**src/rtl/pwmx_pkg.sv**
```systemverilog
package pwmx_pkg;

  // Register-format widths; the field layout is fixed by the address map.
  localparam int DATA_W     = 32;
  localparam int ADDR_W     = 5;
  localparam int CNT_W      = 16;
  localparam int PSC_W      = 4;
  localparam int CH_PER_PSC = DATA_W / PSC_W;
  localparam int MAX_CH     = 16;
  localparam int DIV_W      = (1 << PSC_W) - 1;
  localparam int FIN_LSB    = 16;

  // Word addresses.
  localparam logic [ADDR_W-1:0] A_PSC_A  = 5'h00;
  localparam logic [ADDR_W-1:0] A_PSC_B  = 5'h01;
  localparam logic [ADDR_W-1:0] A_EN_SET = 5'h02;
  localparam logic [ADDR_W-1:0] A_EN_CLR = 5'h03;
  localparam logic [ADDR_W-1:0] A_EN_ST  = 5'h04;
  localparam logic [ADDR_W-1:0] A_UPDATE = 5'h05;
  localparam logic [ADDR_W-1:0] A_LEVEL  = 5'h06;
  localparam logic [ADDR_W-1:0] A_GATE   = 5'h07;
  localparam logic [ADDR_W-1:0] A_WAVE   = 5'h10;

  // Last divider count before a step ends: 2^p - 1.
  function automatic logic [DIV_W-1:0] psc_limit(input logic [PSC_W-1:0] p);
    logic [DIV_W:0] span;
    span = (DIV_W+1)'(1) << p;
    return DIV_W'(span - (DIV_W+1)'(1));
  endfunction

  // Steps in one full period.
  function automatic logic [CNT_W:0] phase_total(input logic [CNT_W-1:0] hi,
                                                 input logic [CNT_W-1:0] lo);
    return {1'b0, hi} + {1'b0, lo};
  endfunction

  // True while the position lies inside the high phase.
  function automatic logic in_high_phase(input logic [CNT_W-1:0] pos,
                                         input logic [CNT_W-1:0] hi);
    return pos < hi;
  endfunction

endpackage

```
**src/rtl/pwmx_regs.sv**
```systemverilog
module pwmx_regs
  import pwmx_pkg::*;
#(
  parameter int NUM_CH = 16
) (
  input  logic                           clk,
  input  logic                           rst_n,
  input  logic                           bus_wr,
  input  logic [ADDR_W-1:0]              bus_addr,
  input  logic [DATA_W-1:0]              bus_wdata,
  output logic [DATA_W-1:0]              bus_rdata,
  input  logic [NUM_CH-1:0]              busy_i,
  output logic [NUM_CH-1:0]              en_o,
  output logic [NUM_CH-1:0][PSC_W-1:0]   psc_o,
  output logic [NUM_CH-1:0][DATA_W-1:0]  wave_o,
  output logic [NUM_CH-1:0]              upd_o,
  output logic [NUM_CH-1:0]              init_o,
  output logic [NUM_CH-1:0]              finish_o,
  output logic [NUM_CH-1:0]              gate_o
);

  localparam int WAVE_BASE = int'(A_WAVE);

  logic [NUM_CH-1:0]             en_q, init_q, fin_q, gate_q;
  logic [NUM_CH-1:0][PSC_W-1:0]  psc_q;
  logic [NUM_CH-1:0][DATA_W-1:0] wave_q;

  // Decoded write events, named for the assertions.
  logic              wr_psc_a, wr_psc_b, wr_set, wr_clr, wr_upd, wr_lvl, wr_gate;
  logic [NUM_CH-1:0] wr_wave;
  logic [NUM_CH-1:0] wmask;

  assign wmask    = bus_wdata[NUM_CH-1:0];
  assign wr_psc_a = bus_wr && (bus_addr == A_PSC_A);
  assign wr_psc_b = bus_wr && (bus_addr == A_PSC_B);
  assign wr_set   = bus_wr && (bus_addr == A_EN_SET);
  assign wr_clr   = bus_wr && (bus_addr == A_EN_CLR);
  assign wr_upd   = bus_wr && (bus_addr == A_UPDATE);
  assign wr_lvl   = bus_wr && (bus_addr == A_LEVEL);
  assign wr_gate  = bus_wr && (bus_addr == A_GATE);

  for (genvar g = 0; g < NUM_CH; g++) begin : g_wdec
    assign wr_wave[g] = bus_wr && (int'(bus_addr) == WAVE_BASE + g);
  end

  always_ff @(posedge clk or negedge rst_n) begin
    if (!rst_n) begin
      en_q   <= '0;
      init_q <= '0;
      fin_q  <= '0;
      gate_q <= '0;
      psc_q  <= '0;
      wave_q <= '0;
    end else begin
      if (wr_set) en_q <= en_q | wmask;
      if (wr_clr) en_q <= en_q & ~wmask;
      if (wr_lvl) begin
        init_q <= bus_wdata[NUM_CH-1:0];
        fin_q  <= bus_wdata[FIN_LSB +: NUM_CH];
      end
      if (wr_gate) gate_q <= wmask;
      for (int i = 0; i < NUM_CH; i++) begin
        if (wr_psc_a && i < CH_PER_PSC)
          psc_q[i] <= bus_wdata[(i % CH_PER_PSC)*PSC_W +: PSC_W];
        if (wr_psc_b && i >= CH_PER_PSC)
          psc_q[i] <= bus_wdata[(i % CH_PER_PSC)*PSC_W +: PSC_W];
        if (wr_wave[i]) wave_q[i] <= bus_wdata;
      end
    end
  end

  always_comb begin
    bus_rdata = '0;
    if (bus_addr == A_PSC_A) begin
      for (int i = 0; i < NUM_CH; i++)
        if (i < CH_PER_PSC) bus_rdata[(i % CH_PER_PSC)*PSC_W +: PSC_W] = psc_q[i];
    end else if (bus_addr == A_PSC_B) begin
      for (int i = 0; i < NUM_CH; i++)
        if (i >= CH_PER_PSC) bus_rdata[(i % CH_PER_PSC)*PSC_W +: PSC_W] = psc_q[i];
    end else if (bus_addr == A_EN_ST) begin
      bus_rdata[NUM_CH-1:0] = en_q;
    end else if (bus_addr == A_UPDATE) begin
      bus_rdata[NUM_CH-1:0] = busy_i;
    end else if (bus_addr == A_LEVEL) begin
      bus_rdata[NUM_CH-1:0]         = init_q;
      bus_rdata[FIN_LSB +: NUM_CH]  = fin_q;
    end else if (bus_addr == A_GATE) begin
      bus_rdata[NUM_CH-1:0] = gate_q;
    end else begin
      for (int i = 0; i < NUM_CH; i++)
        if (int'(bus_addr) == WAVE_BASE + i) bus_rdata = wave_q[i];
    end
  end

  assign en_o     = en_q;
  assign psc_o    = psc_q;
  assign wave_o   = wave_q;
  assign upd_o    = wr_upd ? wmask : '0;
  assign init_o   = init_q;
  assign finish_o = fin_q;
  assign gate_o   = gate_q;

  AST_EN_SET_TAKES: assert property (@(posedge clk) disable iff (!rst_n)
    $past(wr_set) |-> ((en_q & $past(wmask)) == $past(wmask)));
  AST_EN_CLR_TAKES: assert property (@(posedge clk) disable iff (!rst_n)
    $past(wr_clr) |-> ((en_q & $past(wmask)) == '0));
  AST_EN_HOLDS: assert property (@(posedge clk) disable iff (!rst_n)
    (!$past(wr_set) && !$past(wr_clr)) |-> $stable(en_q));

endmodule

```
**src/rtl/pwmx_chan.sv**
```systemverilog
module pwmx_chan
  import pwmx_pkg::*;
(
  input  logic             clk,
  input  logic             rst_n,
  input  logic             en_i,
  input  logic [PSC_W-1:0] psc_i,
  input  logic [CNT_W-1:0] shd_hi_i,
  input  logic [CNT_W-1:0] shd_lo_i,
  input  logic             upd_req_i,
  input  logic             init_lvl_i,
  input  logic             finish_lvl_i,
  input  logic             gate_i,
  output logic             wave_o,
  output logic             busy_o
);

  localparam logic [DIV_W-1:0] DIV_ONE = DIV_W'(1);
  localparam logic [CNT_W-1:0] POS_ONE = CNT_W'(1);
  localparam logic [CNT_W:0]   EXT_ONE = (CNT_W+1)'(1);

  logic [DIV_W-1:0] div_q;
  logic [CNT_W-1:0] pos_q, act_hi_q, act_lo_q;
  logic             pend_q;

  // Internal events, brought out as named wires.
  logic             tick_w, boundary_w, load_w, high_w;
  logic [CNT_W:0]   total_w;

  assign tick_w     = en_i && (div_q >= psc_limit(psc_i));
  assign total_w    = phase_total(act_hi_q, act_lo_q);
  assign boundary_w = tick_w && (({1'b0, pos_q} + EXT_ONE) >= total_w);
  assign load_w     = pend_q && (boundary_w || !en_i);
  assign high_w     = in_high_phase(pos_q, act_hi_q);

  always_ff @(posedge clk or negedge rst_n) begin
    if (!rst_n) begin
      div_q    <= '0;
      pos_q    <= '0;
      act_hi_q <= '0;
      act_lo_q <= '0;
      pend_q   <= 1'b0;
    end else begin
      if (!en_i || tick_w) div_q <= '0;
      else                 div_q <= div_q + DIV_ONE;

      if (!en_i || boundary_w) pos_q <= '0;
      else if (tick_w)         pos_q <= pos_q + POS_ONE;

      if (load_w) begin
        act_hi_q <= shd_hi_i;
        act_lo_q <= shd_lo_i;
      end

      pend_q <= upd_req_i | (pend_q & ~load_w);
    end
  end

  assign busy_o = pend_q;
  assign wave_o = gate_i & (en_i ? (high_w ? init_lvl_i : ~init_lvl_i) : finish_lvl_i);

  AST_COUNTS_CHANGE_ON_LOAD: assert property (@(posedge clk) disable iff (!rst_n)
    (!$stable(act_hi_q) || !$stable(act_lo_q)) |-> $past(load_w));
  AST_BUSY_RAISED: assert property (@(posedge clk) disable iff (!rst_n)
    $past(upd_req_i) |-> busy_o);
  AST_BUSY_DROPS: assert property (@(posedge clk) disable iff (!rst_n)
    ($past(load_w) && !$past(upd_req_i)) |-> !busy_o);
  AST_IDLE_RESTART: assert property (@(posedge clk) disable iff (!rst_n)
    $past(!en_i) |-> (pos_q == '0 && div_q == '0));
  AST_POS_IN_PERIOD: assert property (@(posedge clk) disable iff (!rst_n)
    (en_i && total_w != '0) |-> ({1'b0, pos_q} < total_w));

endmodule

```
**src/rtl/pwmx_top.sv**
```systemverilog
module pwmx_top
  import pwmx_pkg::*;
#(
  parameter int NUM_CH = 16
) (
  input  logic              clk,
  input  logic              rst_n,
  input  logic              bus_wr,
  input  logic [4:0]        bus_addr,
  input  logic [31:0]       bus_wdata,
  output logic [31:0]       bus_rdata,
  output logic [NUM_CH-1:0] pwm_o
);

  logic [NUM_CH-1:0]             en_w, upd_w, init_w, fin_w, gate_w, busy_w;
  logic [NUM_CH-1:0][PSC_W-1:0]  psc_w;
  logic [NUM_CH-1:0][DATA_W-1:0] wave_w;

  pwmx_regs #(.NUM_CH(NUM_CH)) u_regs (
    .clk       (clk),
    .rst_n     (rst_n),
    .bus_wr    (bus_wr),
    .bus_addr  (bus_addr),
    .bus_wdata (bus_wdata),
    .bus_rdata (bus_rdata),
    .busy_i    (busy_w),
    .en_o      (en_w),
    .psc_o     (psc_w),
    .wave_o    (wave_w),
    .upd_o     (upd_w),
    .init_o    (init_w),
    .finish_o  (fin_w),
    .gate_o    (gate_w)
  );

  for (genvar g = 0; g < NUM_CH; g++) begin : g_ch
    pwmx_chan u_chan (
      .clk          (clk),
      .rst_n        (rst_n),
      .en_i         (en_w[g]),
      .psc_i        (psc_w[g]),
      .shd_hi_i     (wave_w[g][DATA_W-1:CNT_W]),
      .shd_lo_i     (wave_w[g][CNT_W-1:0]),
      .upd_req_i    (upd_w[g]),
      .init_lvl_i   (init_w[g]),
      .finish_lvl_i (fin_w[g]),
      .gate_i       (gate_w[g]),
      .wave_o       (pwm_o[g]),
      .busy_o       (busy_w[g])
    );
  end

endmodule

```
**config.mk**
```make
export PLATFORM = sky130hd
export DESIGN_NAME = pwmx_top
export DESIGN_NICKNAME = d
export VERILOG_FILES = /design/src/rtl/pwmx_pkg.sv /design/src/rtl/pwmx_regs.sv /design/src/rtl/pwmx_chan.sv /design/src/rtl/pwmx_top.sv
export SDC_FILE = /design/constraint.sdc
export NUM_CORES = 2
export LEC_CHECK = 0
export BUFFER_PORTS_ARGS = -buffer_cell sky130_fd_sc_hd__buf_2
export CORE_MARGIN = 3
export CORE_UTILIZATION = 30
export CTS_BUF_LIST = sky130_fd_sc_hd__clkbuf_8
export CTS_CLUSTER_DIAMETER = 80
export DETAILED_ROUTE_END_ITERATION = 10
export GPL_TIMING_DRIVEN = 1
export PLACE_DENSITY_LB_ADDON = 0.12
export SLEW_MARGIN = 20
export SYNTH_ARGS = -nofsm -noshare
export SYNTH_HDL_FRONTEND = slang
export SYNTH_SLANG_ARGS = --single-unit
```
**constraint.sdc**
```tcl
create_clock -name clk -period 11 [get_ports clk]
set_input_delay 1.65 -clock clk [delete_from_list [all_inputs] [get_ports clk]]
set_output_delay 1.65 -clock clk [all_outputs]
set_load 0.01 [all_outputs]
```
; Word level (Yosys, flattened, before mapping)
; Cells that the tools add are included.
[word_totals]
in_bits = 40
word_cells = 611
register_bits = 1664
output_inout_bits = 48
[classes]
bitwise = 83
mux = 108
n_eq_ne = 23
n_lt_le_gt_ge = 48
add_sub_neg = 80
shift = 16
n_reduce_logical = 137
[op_table]
columns = cell, n
row1 = 16-bit 2-to-1 mux, 41
row2 = 32-bit 2-to-1 mux, 19
row3 = "16-bit by 1-bit adder with 17-bit output, second input constant", 16
row4 = 16-bit by 16-bit adder with 17-bit output, 16
row5 = 17-bit >= comparator, 16
row6 = "16-bit by 1-bit adder with 16-bit output, second input constant", 16
row7 = 16-bit less-than comparator, 16
row8 = "15-bit by 1-bit adder with 15-bit output, second input constant", 16
row9 = 15-bit >= comparator, 16
row10 = 15-bit 2-to-1 mux, 16
row11 = "1-bit by 4-bit << shifter with 15-bit output, first input constant", 16
row12 = "15-bit by 1-bit subtractor with 15-bit output, second input constant", 16
row13 = 1-bit logical AND, 71
row14 = "5-bit equality test, second input constant", 8
row15 = 2-bit nonzero test, 17
row16 = 1-bit bitwise AND, 32
row17 = 1-bit logical OR, 32
row18 = 1-bit 2-to-1 mux, 32
row19 = 1-bit NOT, 32
row20 = "5-bit by 3-bit equality test with 1-bit output, second input constant", 6
row21 = "5-bit by 4-bit equality test with 1-bit output, second input constant", 4
row22 = 16-bit bitwise AND, 1
row23 = 1-bit logical NOT, 16
row24 = 16-bit NOT, 1
row25 = other kinds (5), 23

; Longest topological paths before layout
[depth]
ltp_word = 23
depth_mapped = 22
depth_no_buf = 20

; Hierarchy
; Synthesis repeated with hierarchy kept, for this count alone.
[unflattened]
cells_unflattened = 10918
hier_area_um2 = 109691.5
[modules_own_cells]
columns = module, area_each_um2, seq_area_each_um2, cells_each, n_inst
row1 = pwmx_chan (g_ch[14].u_chan ...), 4880.9, 1601.5, 529, 8
row2 = pwmx_chan (g_ch[0].u_chan ...), 5017.3, 1601.5, 526, 7
row3 = pwmx_regs, 30571.8, 16015.4, 2478, 1
row4 = pwmx_chan (g_ch[13].u_chan), 4951.0, 1601.5, 526, 1

; Worst setup path before layout
; OpenSTA, ideal clock, no wires.
[synth_timing]
kind = input port to output port
start = input bus_addr[1]
end = output bus_rdata[25]
setup_slack_ns = 5.904
path_buffers = 4
arrival_ns = 3.446
stages = 9
t_required_ns = 9.350
path_cell_list = buf_2 > buf_2 > buf_2 > buf_2 > mux4_2 > a222oi_1 > nand3_1 > o31ai_1 > nand3_1
[synth_via]
elab_chain_len = 23
word_cells_on_any_way = 44
[synth_rtl]
columns = element, line_no
row1 = start: declaration, pwmx_top.sv:9  ; input logic [4:0] bus_addr,
row2 = 5-bit equality test, pwmx_regs.sv:91  ; if (int'(bus_addr) == WAVE_BASE + i) bus_rdata = wave_q[i];
row3 = 32-bit 2-to-1 mux (16 in series), pwmx_regs.sv:91
row4 = 16-bit 2-to-1 mux, pwmx_regs.sv:87  ; end else if (bus_addr == A_GATE) begin
row5 = 32-bit 2-to-1 mux, pwmx_regs.sv:84  ; end else if (bus_addr == A_LEVEL) begin
row6 = 16-bit 2-to-1 mux, pwmx_regs.sv:82  ; end else if (bus_addr == A_UPDATE) begin
row7 = 16-bit 2-to-1 mux, pwmx_regs.sv:80  ; end else if (bus_addr == A_EN_ST) begin
row8 = 32-bit 2-to-1 mux, pwmx_regs.sv:77  ; end else if (bus_addr == A_PSC_B) begin
row9 = 32-bit 2-to-1 mux *, pwmx_regs.sv:74  ; if (bus_addr == A_PSC_A) begin
row10 = end: declaration, pwmx_top.sv:11  ; output logic [31:0] bus_rdata,
; Mark *: on every way between the ends. The rest lies on a longest branch, timed or not.

; Worst setup path after layout
[layout_timing]
start = input bus_addr[0]
end = output bus_rdata[28]
; Same word-level chain as after synthesis.

==> results.md <==
* Initial Util at 0.302
* Post-route setup slack at roughly 3.2 ns
* Core ar. at 351000 um2
* Outcome: finished, final reports clean
* CTS resizes at 0
* Ys Warns at 0
* Final Max Slew Viols at 0
* Largest net degree at the start of global routing at roughly 160
* CTS tree: built
* Final critical-path required period at just under 8 ns
* Distinct cell type count after synthesis at 100
* Crit path max fanout at 81
* Crit Path Class: input pin to output port
* Yosys top cell area share at 0.393
* Chip Width at 600 um
* All-layer global routing usage at 0.233
* Cell Rows at ~220
* GR Overflow Total at 0
* # DRC at 0
* Achievable Freq at approximately 130 MHz
* Setup repair after global routing missed its margin: no
* Setup crit end kind: output port
* Layout Nets at about 11000
* Dpl cells at about 15000
* Initial antenna violation count at 76
* Worst Path Required at around 9.4 ns
* Final TNS setup at 0 ns
* Drt via density at about 5.4
* Setup WS pre-CTS at around 3.5 ns
* Mapped Cells at around 10000
* Share of layout cells above drive strength 1 at 0.186
* Port Buf Inserts at between 80 and 90
* Final Hold Viols at 0
* DR pass1 iterations at 9
* Finish-stage setup viols at 0
* Vias at 82500
* Worst vdd ir at 0.0856 mV
* Total power at 23.3 mW
* Routed WL at 428000 um
* CTS Sinks at around 1700
* # hold bufs at CTS at 0
* CTS Buf Count at around 330
* Seq/Total Area, Yosys at 0.393
* Primary FF master, synth: dfrtp_1
* Wire per inst at around 28 um
* Die height at about 600 um
* Synth area leader: dfrtp_1
* Total die area at 360000 um2
* Power Dens Cells at between 150 and 200 nW/um2
* Max Cap Viol at 0
* I/O pins at 88
* Worst-margin pin slew at approximately 1.2 ns
* Placer congestion estimate at about 0.94
* Initial drt markers at roughly 6700
* Post-route ant nets at 0
* Lkg Pwr at between 50 and 60 nW
* Fill count at about 36000
* EDFF count, synth at 0
* CP arrival at 6.16 ns
* Fin crit share at 0.710
* Cell Area, Synth at 106000 um2
* P&R area growth vs syn at 11.5%
* Clk Latency, worst-skew pair at approximately 1.1 ns
* Final Non-Filler Cells at 15300
* H-Tree Depth at 5
* Clock-pin slew on the worst setup and hold paths at 0.06 ns
* Startpoint Class: input pin
* Flops & latches, synth at around 1700
* Root buffer cell: clkbuf_8
* Top cells by count, synth: dfrtp_1, mux2_2, ha_1
* Net count after synthesis at 11400
* Most frequent cell after synthesis: dfrtp_1
* Syn Area/Cell at 10.3 um2
* Synth area leaders: dfrtp_1, ha_1, mux2_2
* Worst clock skew at roughly 0.076 ns
* Post-CTS Setup Inserts at 0
* Max transition margin at 0.177
* Vias in the first global route at slightly above 80000
* Post-synth ARST share at 1.00
* Worst-case clock buffer depth at 4
* First-pass GRT wire length at 613000 um
* HPWL after detailed placement at 322000 um
* Hold Crit Class: input pin to asynchronous set/reset pin
metal layers:
layer,track usage,part of all wire,vias up
met3,0.0309,0.050,670
met4,0.0907,0.043,14
met5,0,0.00024,-
met1,0.319,0.45,42000
li1,-,-,37600
met2,0.373,0.46,2241
per-stage QoR:
stage / utilization / instance area, um2 / hold WS [ns]
finish: 0.337 / 118000 / 0.419
global route: 0.337 / 118000 / 0.361
CTS: 0.337 / 118000 / 0.509
detailed placement: 0.318 / 111000 / 0.495
global placement: 0.318 / 111000 / 0.487
floorplan: - / 106000 / 0.462
flip-flops by register name, indices dropped and copies added, names as in the netlist, named ones only:
register / count
g_ch.u_chan.act_hi_q: 256
u_regs.finish_o: 16
g_ch.u_chan.act_lo_q: 256
u_regs.init_o: 16
u_regs.wave_o: 512
g_ch.u_chan.div_q: 240
g_ch.u_chan.pos_q: 256
g_ch.u_chan.busy_o: 16
u_regs.psc_o: 64
u_regs.gate_o: 16
cells by family after synthesis:
| group | synth area share |
|---|---|
| AO/OA/AOI/OAI | 0.141 |
| flip-flops | 0.393 |
| adder cells (fa/ha/maj) | 0.128 |
| AND/OR/NAND/NOR | 0.111 |
| multiplexers | 0.134 |
| XOR/XNOR | 0.0556 |
| buffers and inverters | 0.0374 |
cells in the final DEF (no fill, tap or decap), types with 43 or more instances in the layout:
| cell type | synthesis | final |
|---|---|---|
| a21oi_1 | 515 | 515 |
| buf_2 | 108 | 82 |
| a31oi_1 | 61 | 60 |
| xor2_1 | 343 | 343 |
| nand3_1 | 344 | 341 |
| ha_1 | 1056 | 1056 |
| clkbuf_8 | 0 | 389 |
| and3_1 | 157 | 156 |
| nor2b_1 | 129 | 129 |
| mux2i_1 | 67 | 67 |
| o21a_1 | 79 | 79 |
| nor3_1 | 126 | 125 |
| mux2_2 | 1073 | 1073 |
| a22o_1 | 107 | 107 |
| o21ai_0 | 603 | 602 |
| buf_4 | 38 | 161 |
| o22ai_1 | 76 | 75 |
| inv_1 | 448 | 555 |
| nand2b_1 | 154 | 154 |
| a22oi_1 | 44 | 44 |
| a21o_1 | 240 | 240 |
| dfrtp_1 | 1664 | 1664 |
| xnor2_1 | 330 | 330 |
| nand2_1 | 516 | 513 |
| mux2_4 | 43 | 43 |
| nand4_1 | 120 | 120 |
| a211oi_1 | 47 | 45 |
| o31ai_1 | 82 | 82 |
| nor2_1 | 645 | 630 |
area by class of cell:
class / count / area, um2 / area share
Multi-Input combinational cell: 7651 / 60500 / 0.512
Sequential cell: 1664 / 41600 / 0.353
Tap cell: 4708 / 5890 / 0.0499
Clock buffer: 387 / 5330 / 0.0451
Timing Repair Buffer: 253 / 1810 / 0.0153
Inverter: 455 / 1710 / 0.0145
Clock inverter: 169 / 1170 / 0.00988
Antenna cell: 34 / 85.1 / 0.000720
worst paths after layout:
check,start,to,slack [ns],cells past startpoint
max reg2reg,g_ch[5].u_chan.act_lo_q[1],g_ch[5].u_chan.act_hi_q[6],5.41,15
max in group asynchronous,rst_n,g_ch[0].u_chan.div_q[6],7.81,4
min in group clk,u_regs.wave_o[158],u_regs.wave_o[158],0.51,1
max,bus_addr[0],bus_rdata[28],3.19,10
min reg2reg,u_regs.wave_o[158],u_regs.wave_o[158],0.51,1
min,rst_n,g_ch[5].u_chan.div_q[12],0.42,1
worst max-delay path, cell delays in order:
cell       delay, ns
clkbuf_8        0.27
inv_2           0.62
buf_4           0.48
nand2_1         0.48
nor2_1          0.97
a222oi_1        0.28
nand4_1         0.39
o22ai_1         0.21
o2111ai_1       0.32
buf_2           0.26
where the power goes:
| part | total [mW] | leakage, nW | switching [mW] | internal, mW |
|---|---|---|---|---|
| registers | 9.05 | 22.3 | 1.95 | 7.10 |
| logic | 7.83 | 29.6 | 4.57 | 3.26 |
| clock network | 6.42 | 3.72 | 2.98 | 3.44 |
| total | 23.3 | 55.6 | 9.50 | 13.8 |
No activity file was read; power rests on OpenSTA's default activity.
